## src/rtl/acc_alu_pkg.sv

```systemverilog
package acc_alu_pkg;

    typedef enum logic [4:0] {
        OP_ADD = 5'd0,
        OP_ADC = 5'd1,
        OP_SUB = 5'd2,
        OP_SBC = 5'd3,
        OP_AND = 5'd4,
        OP_OR  = 5'd5,
        OP_XOR = 5'd6,
        OP_CP  = 5'd7,
        OP_INC = 5'd8,
        OP_DEC = 5'd9,
        OP_NOT = 5'd10,
        OP_NEG = 5'd11,
        OP_SLL = 5'd12,
        OP_SRL = 5'd13,
        OP_SLA = 5'd14,
        OP_SRA = 5'd15,
        OP_ROL = 5'd16,
        OP_ROR = 5'd17,
        OP_RCL = 5'd18,
        OP_RCR = 5'd19,
        OP_SCF = 5'd20,
        OP_CCF = 5'd21,
        OP_RDF = 5'd22
    } alu_op_e;

    typedef enum logic [2:0] {
        SH_SLL = 3'd0,
        SH_SRL = 3'd1,
        SH_SLA = 3'd2,
        SH_SRA = 3'd3,
        SH_ROL = 3'd4,
        SH_ROR = 3'd5,
        SH_RCL = 3'd6,
        SH_RCR = 3'd7
    } shift_kind_e;

    typedef enum logic [1:0] {
        BW_AND = 2'd0,
        BW_OR  = 2'd1,
        BW_XOR = 2'd2,
        BW_NOT = 2'd3
    } bw_kind_e;

    typedef struct packed {
        logic n;
        logic v;
        logic z;
        logic c;
    } alu_flags_t;

    typedef struct packed {
        alu_flags_t flags;
    } alu_state_t;

endpackage

```

## src/rtl/acc_alu_addsub.sv

```systemverilog
module acc_alu_addsub #(
    parameter int W = 8
) (
    input  logic [W-1:0] a_i,
    input  logic [W-1:0] b_i,
    input  logic         cin_i,
    input  logic         sub_i,
    output logic [W-1:0] sum_o,
    output logic         c_o,
    output logic         v_o
);
    localparam int SW = W + 1;

    logic [W-1:0]  b_eff;
    logic          cin_eff;
    logic [SW-1:0] wide;

    always_comb begin
        b_eff   = sub_i ? ~b_i : b_i;
        cin_eff = sub_i ? ~cin_i : cin_i;
        wide    = {1'b0, a_i} + {1'b0, b_eff} + {{(SW-1){1'b0}}, cin_eff};
        sum_o   = wide[W-1:0];
        c_o     = sub_i ? ~wide[W] : wide[W];
        v_o     = (a_i[W-1] == b_eff[W-1]) && (wide[W-1] != a_i[W-1]);
    end
endmodule

```

## src/rtl/acc_alu_bitwise.sv

```systemverilog
module acc_alu_bitwise #(
    parameter int W = 8
) (
    input  acc_alu_pkg::bw_kind_e kind_i,
    input  logic [W-1:0]          a_i,
    input  logic [W-1:0]          b_i,
    output logic [W-1:0]          res_o
);
    import acc_alu_pkg::*;

    always_comb begin
        unique case (kind_i)
            BW_AND:  res_o = a_i & b_i;
            BW_OR:   res_o = a_i | b_i;
            BW_XOR:  res_o = a_i ^ b_i;
            default: res_o = ~a_i;
        endcase
    end
endmodule

```

## src/rtl/acc_alu_shifter.sv

```systemverilog
module acc_alu_shifter #(
    parameter int W = 8
) (
    input  acc_alu_pkg::shift_kind_e kind_i,
    input  logic [W-1:0]             a_i,
    input  logic                     cin_i,
    output logic [W-1:0]             res_o,
    output logic                     c_o,
    output logic                     v_o
);
    import acc_alu_pkg::*;

    logic left;
    logic fill;

    always_comb begin
        left = 1'b0;
        fill = 1'b0;
        v_o  = 1'b0;
        unique case (kind_i)
            SH_SLL: begin left = 1'b1; fill = 1'b0; end
            SH_SLA: begin left = 1'b1; fill = 1'b0; v_o = a_i[W-1] ^ a_i[W-2]; end
            SH_ROL: begin left = 1'b1; fill = a_i[W-1]; end
            SH_RCL: begin left = 1'b1; fill = cin_i; end
            SH_SRL: begin left = 1'b0; fill = 1'b0; end
            SH_SRA: begin left = 1'b0; fill = a_i[W-1]; end
            SH_ROR: begin left = 1'b0; fill = a_i[0]; end
            default: begin left = 1'b0; fill = cin_i; end
        endcase
        if (left) begin
            res_o = {a_i[W-2:0], fill};
            c_o   = a_i[W-1];
        end else begin
            res_o = {fill, a_i[W-1:1]};
            c_o   = a_i[0];
        end
    end
endmodule

```

## src/rtl/acc_alu.sv

```systemverilog
module acc_alu #(
    parameter int W = 8
) (
    input  logic         clk,
    input  logic         rst_n,
    input  logic         op_valid,
    input  logic [4:0]   op_i,
    input  logic [W-1:0] acc_i,
    input  logic [W-1:0] opnd_i,
    output logic [W-1:0] result_o,
    output logic         acc_we_o,
    output logic [3:0]   flags_o
);
    import acc_alu_pkg::*;

    localparam int FW  = $bits(alu_flags_t);
    localparam int PAD = W - FW;

    alu_op_e     op;
    alu_state_t  state_d, state_q;

    logic [W-1:0] as_a, as_b, as_sum;
    logic         as_cin, as_sub, as_c, as_v;
    bw_kind_e     bw_kind;
    logic [W-1:0] bw_res;
    shift_kind_e  sh_kind;
    logic [W-1:0] sh_res;
    logic         sh_c, sh_v;

    logic [W-1:0] res;
    logic         we;

    assign op = alu_op_e'(op_i);

    // Operand steering for the shared adder/subtractor
    always_comb begin
        as_a   = acc_i;
        as_b   = opnd_i;
        as_cin = 1'b0;
        as_sub = 1'b0;
        unique case (op)
            OP_ADC: as_cin = state_q.flags.c;
            OP_SUB, OP_CP: as_sub = 1'b1;
            OP_SBC: begin as_sub = 1'b1; as_cin = state_q.flags.c; end
            OP_INC: as_b = {{(W-1){1'b0}}, 1'b1};
            OP_DEC: begin as_b = {{(W-1){1'b0}}, 1'b1}; as_sub = 1'b1; end
            OP_NEG: begin as_a = '0; as_b = acc_i; as_sub = 1'b1; end
            default: ;
        endcase
    end

    always_comb begin
        unique case (op)
            OP_OR:   bw_kind = BW_OR;
            OP_XOR:  bw_kind = BW_XOR;
            OP_NOT:  bw_kind = BW_NOT;
            default: bw_kind = BW_AND;
        endcase
    end

    always_comb begin
        unique case (op)
            OP_SRL:  sh_kind = SH_SRL;
            OP_SLA:  sh_kind = SH_SLA;
            OP_SRA:  sh_kind = SH_SRA;
            OP_ROL:  sh_kind = SH_ROL;
            OP_ROR:  sh_kind = SH_ROR;
            OP_RCL:  sh_kind = SH_RCL;
            OP_RCR:  sh_kind = SH_RCR;
            default: sh_kind = SH_SLL;
        endcase
    end

    acc_alu_addsub #(.W(W)) u_addsub (
        .a_i   (as_a),
        .b_i   (as_b),
        .cin_i (as_cin),
        .sub_i (as_sub),
        .sum_o (as_sum),
        .c_o   (as_c),
        .v_o   (as_v)
    );

    acc_alu_bitwise #(.W(W)) u_bitwise (
        .kind_i (bw_kind),
        .a_i    (acc_i),
        .b_i    (opnd_i),
        .res_o  (bw_res)
    );

    acc_alu_shifter #(.W(W)) u_shifter (
        .kind_i (sh_kind),
        .a_i    (acc_i),
        .cin_i  (state_q.flags.c),
        .res_o  (sh_res),
        .c_o    (sh_c),
        .v_o    (sh_v)
    );

    // Next-state and result computation
    always_comb begin
        alu_flags_t nx;
        logic       upd_zn;
        nx     = state_q.flags;
        res    = '0;
        we     = 1'b0;
        upd_zn = 1'b0;
        unique case (op)
            OP_ADD, OP_ADC, OP_SUB, OP_SBC, OP_CP,
            OP_INC, OP_DEC, OP_NEG: begin
                res    = as_sum;
                nx.c   = as_c;
                nx.v   = as_v;
                upd_zn = 1'b1;
                we     = (op != OP_CP);
            end
            OP_AND, OP_OR, OP_XOR, OP_NOT: begin
                res    = bw_res;
                nx.c   = 1'b0;
                nx.v   = 1'b0;
                upd_zn = 1'b1;
                we     = 1'b1;
            end
            OP_SLL, OP_SRL, OP_SLA, OP_SRA,
            OP_ROL, OP_ROR, OP_RCL, OP_RCR: begin
                res    = sh_res;
                nx.c   = sh_c;
                nx.v   = sh_v;
                upd_zn = 1'b1;
                we     = 1'b1;
            end
            OP_SCF: nx.c = 1'b1;
            OP_CCF: nx.c = ~state_q.flags.c;
            OP_RDF: begin
                res = {{PAD{1'b0}}, state_q.flags};
                we  = 1'b1;
            end
            default: ;
        endcase
        if (upd_zn) begin
            nx.z = (res == '0);
            nx.n = res[W-1];
        end
        state_d       = state_q;
        if (op_valid) begin
            state_d.flags = nx;
        end
    end

    always_ff @(posedge clk or negedge rst_n) begin
        if (!rst_n) begin
            state_q <= '0;
        end else begin
            state_q <= state_d;
        end
    end

    assign result_o = res;
    assign acc_we_o = op_valid & we;
    assign flags_o  = state_q.flags;

    // idle cycles keep the flags
    a_r12_idle_hold: assert property (@(posedge clk) disable iff (!rst_n)
        !op_valid |=> $stable(flags_o));

    // set-carry raises carry and leaves N, V, Z alone
    a_r10_scf_sets: assert property (@(posedge clk) disable iff (!rst_n)
        (op_valid && op_i == 5'd20) |=> (flags_o[0] && $stable(flags_o[3:1])));

    // complement-carry inverts carry
    a_r10_ccf_flips: assert property (@(posedge clk) disable iff (!rst_n)
        (op_valid && op_i == 5'd21) |=> (flags_o[0] != $past(flags_o[0])));

    // compare never writes the accumulator
    a_r3_cp_no_write: assert property (@(posedge clk) disable iff (!rst_n)
        (op_valid && op_i == 5'd7) |-> !acc_we_o);

    // written results set zero and negative from the value
    a_r9_zero_neg: assert property (@(posedge clk) disable iff (!rst_n)
        (acc_we_o && op_i != 5'd22) |=>
            (flags_o[1] == ($past(result_o) == '0)) && (flags_o[3] == $past(result_o[W-1])));

    // flag read shows the stored flags with a zero upper field
    a_r11_rdf_layout: assert property (@(posedge clk) disable iff (!rst_n)
        (op_valid && op_i == 5'd22) |-> (result_o == {{PAD{1'b0}}, flags_o}));

    // unused codes keep the flags and never write
    a_r12_unused_hold: assert property (@(posedge clk) disable iff (!rst_n)
        (op_valid && op_i > 5'd22) |-> !acc_we_o ##1 $stable(flags_o));

endmodule

```

## config.mk

```make
export PLATFORM = sky130hd
export DESIGN_NAME = acc_alu
export DESIGN_NICKNAME = d
export VERILOG_FILES = /design/src/rtl/acc_alu_pkg.sv /design/src/rtl/acc_alu_addsub.sv /design/src/rtl/acc_alu_bitwise.sv /design/src/rtl/acc_alu_shifter.sv /design/src/rtl/acc_alu.sv
export SDC_FILE = /design/constraint.sdc
export NUM_CORES = 1
export LEC_CHECK = 0
export BUFFER_PORTS_ARGS = -buffer_cell sky130_fd_sc_hd__buf_2
export CAP_MARGIN = 20
export CORE_ASPECT_RATIO = 1.1
export CORE_MARGIN = 10
export CORE_UTILIZATION = 60
export CTS_BUF_LIST = sky130_fd_sc_hd__clkbuf_8
export DETAILED_ROUTE_END_ITERATION = 10
export PLACE_DENSITY_LB_ADDON = 0.2
export SLEW_MARGIN = 10
export SYNTH_ARGS = -nofsm -noshare
export SYNTH_HDL_FRONTEND = slang
export SYNTH_HIERARCHICAL = 1
export SYNTH_SLANG_ARGS = --single-unit
```

## constraint.sdc

```tcl
create_clock -name clk -period 8.8 [get_ports clk]
set_input_delay 0.44 -clock clk [delete_from_list [all_inputs] [get_ports clk]]
set_output_delay 0.44 -clock clk [all_outputs]
set_load 0.03 [all_outputs]
```

# ---- After elaboration in Yosys (flattened, before gate mapping)
# Cells that the tools add are included.
# Widths: inputs -> output; s select.
dict set report totals {
  latch_bits 0
  ramBits 0
  mem_bits_ro 0
  mem_count 0
  in_bits 24
  ff_bits 4
}
dict set report op_classes {
  reduce_logical 21
  mux 20
  div 0
  add_sub_neg 2
  multipliers 0
  magnitude_cmp 0
  eq_ne 33
  n_bitwise 10
  shift 0
}
# op count
set ops {}
lappend ops {{$eq 5x4->1 const B} 8}
lappend ops {{$eq 5x5->1 const B} 7}
lappend ops {{$pmux 8 s4} 1}
lappend ops {{$mux 8} 3}
lappend ops {{$pmux 8 s3} 1}
lappend ops {{$pmux 3 s7} 1}
lappend ops {{$eq 5x3->1 const B} 4}
lappend ops {{$reduce_or 20->1} 1}
lappend ops {{$not 8->8} 2}
lappend ops {{$pmux 8 s2} 1}
lappend ops {{$reduce_or 8->1} 2}
lappend ops {{$reduce_or 13->1} 1}
lappend ops {{$eq 5x2->1 const B} 2}
lappend ops {{$add 8x8->9} 1}
lappend ops {{$add 9x1->9} 1}
lappend ops {{$eq 3x3->1 const B} 3}
lappend ops {{$and 8x8->8} 1}
lappend ops {{$logic_not 8->1} 1}
lappend ops {{$mux 1} 8}
lappend ops {{$or 8x8->8} 1}
lappend ops {{$reduce_or 4->1} 2}
lappend ops {{$xor 8x8->8} 1}
lappend ops {{$eq 3x2->1 const B} 2}
lappend ops {{$pmux 1 s3} 2}
lappend ops {{other kinds (23)} 29}

# ---- Longest topological paths before layout
# Gate-level depths: netlist of run 1.
dict set report depth {
  word_depth 10
  depth_mapped 17
  ltp_nobuf 15
}

# ---- Modules after synthesis
# Netlist of run 1, hierarchy kept.
# mod seq_area_each_um2 cells_each area_per_inst_um2 n_inst
set by_module_without_submodules {}
lappend by_module_without_submodules {acc_alu 100.1 126 800.8 1}
lappend by_module_without_submodules {acc_alu_bitwise 0.0 50 493.0 1}
lappend by_module_without_submodules {acc_alu_addsub 0.0 49 431.7 1}
lappend by_module_without_submodules {acc_alu_shifter 0.0 19 160.2 1}

# ---- Worst setup path after synthesis of run 1
# Ideal clock, no wire load.
dict set report synth_timing {
  kind {input to output}
  start {in op_i[3]}
  end {out result_o[6]}
  setup_slack_ns 4.747
  t_arrival_ns 3.613
  t_required_ns 8.360
  path_stages 16
  path_buffers 2
  path_cell_list {buf_2 > inv_1 > nor2_1 > nand3_1 > clkbuf_1 > nand2_1 > nand3_1 > xor2_1 > fa_1 > fa_1 > a211oi_1 > o21ai_0 > a21oi_1 > xnor2_1 > a222oi_1 > inv_1}
}
dict set report synth_via {
  elab_chain_cells 8
}
# element line
set synth_rtl {}
lappend synth_rtl {{from (decl)} acc_alu.sv:7} ;# input logic [4:0] op_i,
lappend synth_rtl {{$eq 5x4->1} acc_alu.sv:41} ;# unique case (op)
lappend synth_rtl {{$reduce_or 2->1 (no source line)} n/a}
lappend synth_rtl {{$pmux 8 s2 (*)} acc_alu.sv:41}
lappend synth_rtl {{net as_b[0]} acc_alu.sv:22} ;# logic [W-1:0] as_a, as_b, as_sum;
lappend synth_rtl {{$not 8->8} acc_alu_addsub.sv:19} ;# b_eff = sub_i ? ~b_i : b_i;
lappend synth_rtl {{$mux 8 (*)} acc_alu_addsub.sv:19}
lappend synth_rtl {{$add 8x8->9 (*)} acc_alu_addsub.sv:21} ;# wide = {1'b0, a_i} + {1'b0, b_eff} + {{(SW-1){1'b0}}, cin_eff};
lappend synth_rtl {{$add 9x1->9 (*)} acc_alu_addsub.sv:21}
lappend synth_rtl {{net as_sum[6]} acc_alu.sv:22}
lappend synth_rtl {{$pmux 8 s4 (*)} acc_alu.sv:108} ;# unique case (op)
lappend synth_rtl {{to (decl)} acc_alu.sv:10} ;# output logic [W-1:0] result_o,
# The timed path passes the listed nets; every way through them passes the cells marked *.

# ---- Worst setup path in the final report of run 1
dict set report layout_timing {
  start {in op_i[2]}
  end {out result_o[6]}
}
# element line
set layout_lines {}
lappend layout_lines {{$eq 5x2->1, or another cell as far along} acc_alu.sv:41}
lappend layout_lines {{$reduce_or 5->1 (no source line) (*)} n/a}
lappend layout_lines {{$mux 1 (*)} acc_alu.sv:41}
lappend layout_lines {{net as_sub} acc_alu.sv:23} ;# logic as_cin, as_sub, as_c, as_v;
lappend layout_lines {{$mux 8} acc_alu_addsub.sv:19}
lappend layout_lines {{$add 8x8->9} acc_alu_addsub.sv:21}
lappend layout_lines {{$add 9x1->9 (*)} acc_alu_addsub.sv:21}
lappend layout_lines {{net as_sum[6]} acc_alu.sv:22}
lappend layout_lines {{$pmux 8 s4 (*)} acc_alu.sv:108}
# Marked as above.

==> results of run 1 <==
routing by layer:
metal  share of wire  global-route usage  vias to the layer above  wire length (um)
li1                -                   -                      913                 -
met1            0.43               0.214                      851              2090
met2            0.48               0.265                       81              2350
met3           0.074              0.0199                       15               359
met4           0.016              0.0690                        0                78
met5               0                   0                        -                 0
final cells by class:
| type | count | area [um^2] |
|---|---|---|
| fillers | 269 | 962 |
| multi-input cells | 193 | 1570 |
| clock buffers | 3 | 41.3 |
| flip-flops and latches | 4 | 100 |
| well taps | 34 | 42.5 |
| inverters | 33 | 124 |
| repair buffers | 36 | 180 |
final timing paths:
check,from,endpoint,slack (ns),cells after the start
min in group clk,flags_o[2],flags_o[2],0.52,2
max in group asynchronous,rst_n,flags_o[1],8.66,1
hold reg to reg,flags_o[2],flags_o[2],0.52,2
setup reg to reg,flags_o[0],flags_o[1],5.42,11
hold / removal,rst_n,flags_o[2],0.02,1
setup / recovery,op_i[2],result_o[6],4.03,15
logic make-up (layout without fill, tap and decap cells):
logic type	count (synthesis)	count (layout)	synth area share
AND/OR/NAND/NOR	79	79	0.208
AO/OA/AOI/OAI	52	52	0.206
buffers and inverters	47	72	0.113
adder cells (fa/ha/maj)	25	25	0.174
multiplexers	19	19	0.163
XOR/XNOR	18	18	0.0836
flip-flops	4	4	0.0531
worst register-to-register path: stages (launching register included):
cell and delay (ns):
dfrtp_1 0.44, and4_1 0.24, xor2_1 0.16, fa_1 0.47
fa_1 0.44, a211oi_1 0.34, o21ai_0 0.17, a21oi_1 0.19
xnor2_1 0.08, a222oi_1 0.37, nand3_1 0.18, o31ai_2 0.21
stage by stage:
stage / utilization / cell area (um^2) / hold slack, ns / power [mW] / setup WS (ns)
6_report: 0.682 / 2060 / 0.0211 / 0.216 / 4.03
5_1_grt: 0.682 / 2060 / 0.0230 / 0.234 / 3.68
4_1_cts: 0.682 / 2060 / 0.0192 / 0.216 / 4.08
3_5_place_dp: 0.668 / 2020 / 0.245 / 0.176 / 4.09
3_3_place_gp: 0.668 / 2020 / 0.244 / 0.175 / 4.21
2_1_floorplan: - / 1890 / 0.144 / 0.140 / 4.75
placed cells by master, fill, tap and decap left out, types with 3 or more instances in the layout:
master and count:
buf_2 36, inv_1 33, nand2_1 28, ha_1 23, nor2_1 13, xor2_1 13, nand3_1 12, a21oi_1 12
and2_1 10, o21ai_0 10, mux4_2 8, mux2_2 8, xnor2_1 5, a222oi_1 4, dfrtp_1 4, nor2b_1 3
a32o_1 3, and3_1 3, clkbuf_8 3
where the power goes:
part	switching [mW]	internal, mW
combinational	0.0906	0.0611
sequential	0.00431	0.0220
clock	0.00886	0.0291
total	0.104	0.112
==> impl_results.md, run 1 <==
* Outcome: completed
* Top delay family on crit path: compound AO/OA/AOI/OAI gates
* Cell Area, Synth at ~1900 um^2
* Worst-Skew Late Latency at 0.22 ns
* Final-report setup violation count at 0
* Pwr Density at approximately 100 nW/um^2
* Routed Antenna Nets at 0
* Max Clock Skew at a little over 0.0005 ns
* GRT Residual Overflow at 0
* Worst Setup End Kind: output pin
* Top-count cell post-synth: inv_1
* CTS Buf Count at 3
* Final period util at 0.542
* Crit path buffers/inverters at 4
* Max Clk Rate at 210 MHz
* Initial antenna violation count at 0
* Pins Over Slew Limit at 0
* Clk slew on worst S/H paths at 0.03 ns
* Cts repair resizes at 0
* TritonRoute pass-1 iters at 5
* Ports at 37
* Startpoint type of the worst setup path: primary input
* Worst path arrival time at 4.33 ns
* Max-cap violations at 0
* Most frequent cells after synthesis: inv_1, nand2_1, ha_1
* Slowest CP cell: nor2_1
* Placed cells at 300
* Unrepaired setup endpoints after global routing: false
* CP Class: primary input to output pin
* Largest net degree at the start of global routing at 19
* DIE AREA at 5790 um^2
* Number of setup buffers added after CTS at 0
* WL/cell at 16.1 um
* CTS tree: yes
* EDFF count, synth at 0
* Final wirelength at a little under 5000 um
* Worst EP required at 8.36 ns
* Final Hold Vio Count at 0
* Ys Warns at 6
* First-pass GRT wire length at between 8000 and 9000 um
* FP Rows at 21
* Final #Nets at 320
* Critical path's largest stage delay at 0.76 ns
* Area delta synth->final at 9.22%
* Number of diodes at 0
* Starting Density at 0.624
* Worst VDD drop at about 0.087 mV
* Clk root buf: clkbuf_8
* Vias in the first global route at 1712
* Total GRT Usage at 0.165
* Final min period at 4.77 ns
* Yosys reg bits at 4
* H-tree Lvls at 1
* Mean Syn Cell Area at 7.73 um^2
* Non-filler cells in the finished layout at slightly above 300
* Die X at ~73 um
* Die height at 78.8 um
* Synth top area share at 0.153
* Detailed-route DRC error count at 0
* Worst min-delay path class: primary input to asynchronous set/reset pin
* Hold_buf cts at 0
* Max reg flops at 4
* Seq/Total Area, Yosys at 0.0531
* Primary FF master, synth: dfrtp_1
* Drt via density at roughly 6.1
* DP HPWL at a little under 4000 um
* Synth area leader: ha_1
* Core box area at 3020 um^2
* # port buffers at 36
* Initial DRC Count at ~190
* Top post-synthesis cells by area: ha_1, mux4_2, inv_1, xor2_1, nand2_1
* Layout cell share with drive strength beyond 1 at 0.234
* Placer Congestion at 0.904
* Relative slew slack at 0.332
* Crit-path cells: buf_2 > inv_1 > o211a_1 > a21oi_1 > nor2_1 > xor2_1 > fa_1 > fa_1 > a211oi_1 > o21ai_0 > a21oi_1 > xnor2_1 > a222oi_1 > inv_1 > buf_2
* Synthesized Nets at 293
* Post-synth ARST share at 1.00
* Cells after synthesis at around 240
* Worst-Margin Slew at between 0.9 and 1 ns
* Via count at ~1900
* CP Max Fanout at 18
* Setup tns final at 0 ns
* CTS Sinks at 4
* Count of cell types in the netlist at 54
* Pleak at 1.07 nW
* Max Buffers Root-to-Sink at 2
Power figures use the tool's default switching activity.
==> inputs of run 2 (changes only) <==
CORE_UTILIZATION = 58   (was 60)
clock period = 4.7 ns   (was 8.8 ns; I/O delays follow)
==> impl_results.md, run 2 (same netlist as run 1, synthesis figures left out) <==
* GRT Residual Overflow at 0 (unchanged)
* Via count at 1877 (+0.91%)
* Vias in the first global route at 1824 (+6.5%)
* Final core utilization at 0.683 (+0.00137)
* H-tree Lvls at 1 (unchanged)
* Final WS setup at 0.405 ns (-3.62 ns)
* Layout cell share with drive strength beyond 1 at 0.245 (+0.0103)
* First-pass GRT wire length at 8380 um (+4.0%)
* Post-Layout Inst Area at 2100 um^2 (+1.9%)
* TritonRoute pass-1 iters at 5 (unchanged)
* CP Max Fanout at 18 (unchanged)
* Max reg flops at 4 (unchanged)
* Worst min-delay path class: primary input to asynchronous set/reset pin
* Most common cell after layout, fill and taps aside: buf_2
* Core box area at 3070 um^2 (+1.7%)
* Max Buffers Root-to-Sink at 2 (unchanged)
* Placed inst area at 2050 um^2 (+1.5%)
* Total GRT Usage at 0.172 (+0.00748)
* Pwr Density at 195 nW/um^2 (+86%)
* Cts repair resizes at 0 (unchanged)
* Worst Setup End Kind: output pin
* Pins Over Slew Limit at 0 (unchanged)
* Filler cell count at 283 (+5.2%)
* Largest net degree at the start of global routing at 19 (unchanged)
* # port buffers at 36 (unchanged)
* Worst path arrival time at 4.06 ns (-0.27 ns)
* DP Worst Slack at 0.438 ns (-3.65 ns)
* Final #Nets at 325 (+1.6%)
* Max Clk Rate at 233 MHz
* Initial DRC Count at 236 (+22%)
* Clk root buf: clkbuf_8
* Worst-Margin Slew at 1.02 ns (+0.0243 ns)
* Commonest cells after routing, fill and taps aside: buf_2, inv_1, nand2_1
* Worst VDD drop at 0.211 mV (+140%)
* Ports at 37 (unchanged)
* Drt via density at 6.09 (-0.72%)
* Worst-Skew Late Latency at 0.22 ns (about the same)
* CTS Sinks at 4 (unchanged)
* Detailed-route DRC error count at 0 (unchanged)
* Initial antenna violation count at 0 (unchanged)
* Clk slew on worst S/H paths at 0.03 ns (about the same)
* Placer Congestion at 0.903 (about the same)
* Outcome: completed
* Area delta synth->final at 11.3%
* DIE AREA at 5930 um^2 (+2.5%)
* Die height at 79.8 um (+1.3%)
* CP Class: primary input to output pin
* Max Clock Skew at 0.000266 ns (-0.000244 ns)
* Max-cap violations at 0 (unchanged)
* Number of diodes at 0 (unchanged)
* CTS Buf Count at 3 (unchanged)
* Final period util at 0.914
* Die X at 74.4 um (+1.2%)
* Final min period at 4.29 ns
* Relative slew slack at 0.316 (-0.0163)
* DP HPWL at 3960 um (+2.9%)
* Final wirelength at 5090 um (+4.4%)
* Starting Density at 0.613 (-0.0107)
* Worst EP required at 4.47 ns (-3.89 ns)
* FP Rows at 21 (unchanged)
* Unrepaired setup endpoints after global routing: false
* Routed Antenna Nets at 0 (unchanged)
* Startpoint type of the worst setup path: primary input
* Pleak at 1.09 nW (+2.3%)
* WL/cell at 16.5 um (+2.7%)
* Setup tns final at 0 ns (unchanged)
* CTS tree: yes
* Final Hold Vio Count at 0 (unchanged)
* Final-report setup violation count at 0 (unchanged)
[run 2: changes by cell type in the layout (fill, tap and decap cells not counted)]
| cell | change |
|---|---|
| buf_4 | +4 |
| dlygate4sd3_1 | +1 |
[run 2: final cells by class]
class	count	area, um^2	share of cell area
clock buffer	3	41.3	0.0197
inverter	33	124	0.0590
multi-input combinational	193	1570	0.749
sequential	4	100	0.0477
tap	34	42.5	0.0203
timing repair buffer	41	220	0.105
[run 2: through the flow]
step	std cells	total power [mW]	hold slack, ns
CTS	308	0.412	0.347
global placement	304	0.331	0.0391
finish	308	0.410	0.363
detailed placement	304	0.335	0.0383
global route	308	0.444	0.377
floorplan	244	0.262	-0.0606
[run 2: critical path, stage by stage]
cell,delay [ns]
buf_2,0.20
inv_1,0.15
o211a_1,0.16
a21oi_1,0.04
nor2_1,0.78
xor2_1,0.20
fa_1,0.49
fa_1,0.43
a211oi_1,0.31
o21ai_0,0.16
a21oi_1,0.19
xnor2_1,0.08
a222oi_1,0.39
inv_1,0.07
buf_2,0.18
[run 2: final timing paths]
check                      startpoint     endpoint  slack [ns]  depth (start not counted)
min in group clk             op_valid   flags_o[0]        0.38                          3
max in group asynchronous       rst_n   flags_o[3]        4.23                          2
setup reg to reg           flags_o[0]   flags_o[1]        1.37                         11
setup / recovery              op_i[2]  result_o[6]        0.41                         15
hold reg to reg            flags_o[2]   flags_o[2]        0.55                          2
hold / removal                  rst_n   flags_o[0]        0.36                          2
[run 2: layer usage]
| layer | track usage | vias to the layer above | wire length [um] |
|---|---|---|---|
| li1 | - | 920 | - |
| met4 | 0.0458 | 0 | 52 |
| met5 | 0 | - | 0 |
| met2 | 0.295 | 68 | 2480 |
| met3 | 0.0249 | 6 | 422 |
| met1 | 0.216 | 883 | 2140 |
[run 2: what timing repair did]
action,4_1_cts,5_1_grt
setup endpoints to repair,0,0
hold endpoints to repair,4,0
setup buffers,0,0
hold buffers,1,0
[run 2: power breakdown]
part           internal (mW)  switching [mW]
Clock                 0.0546          0.0182
Sequential            0.0411         0.00950
Combinational          0.117           0.170
Total                  0.213           0.197
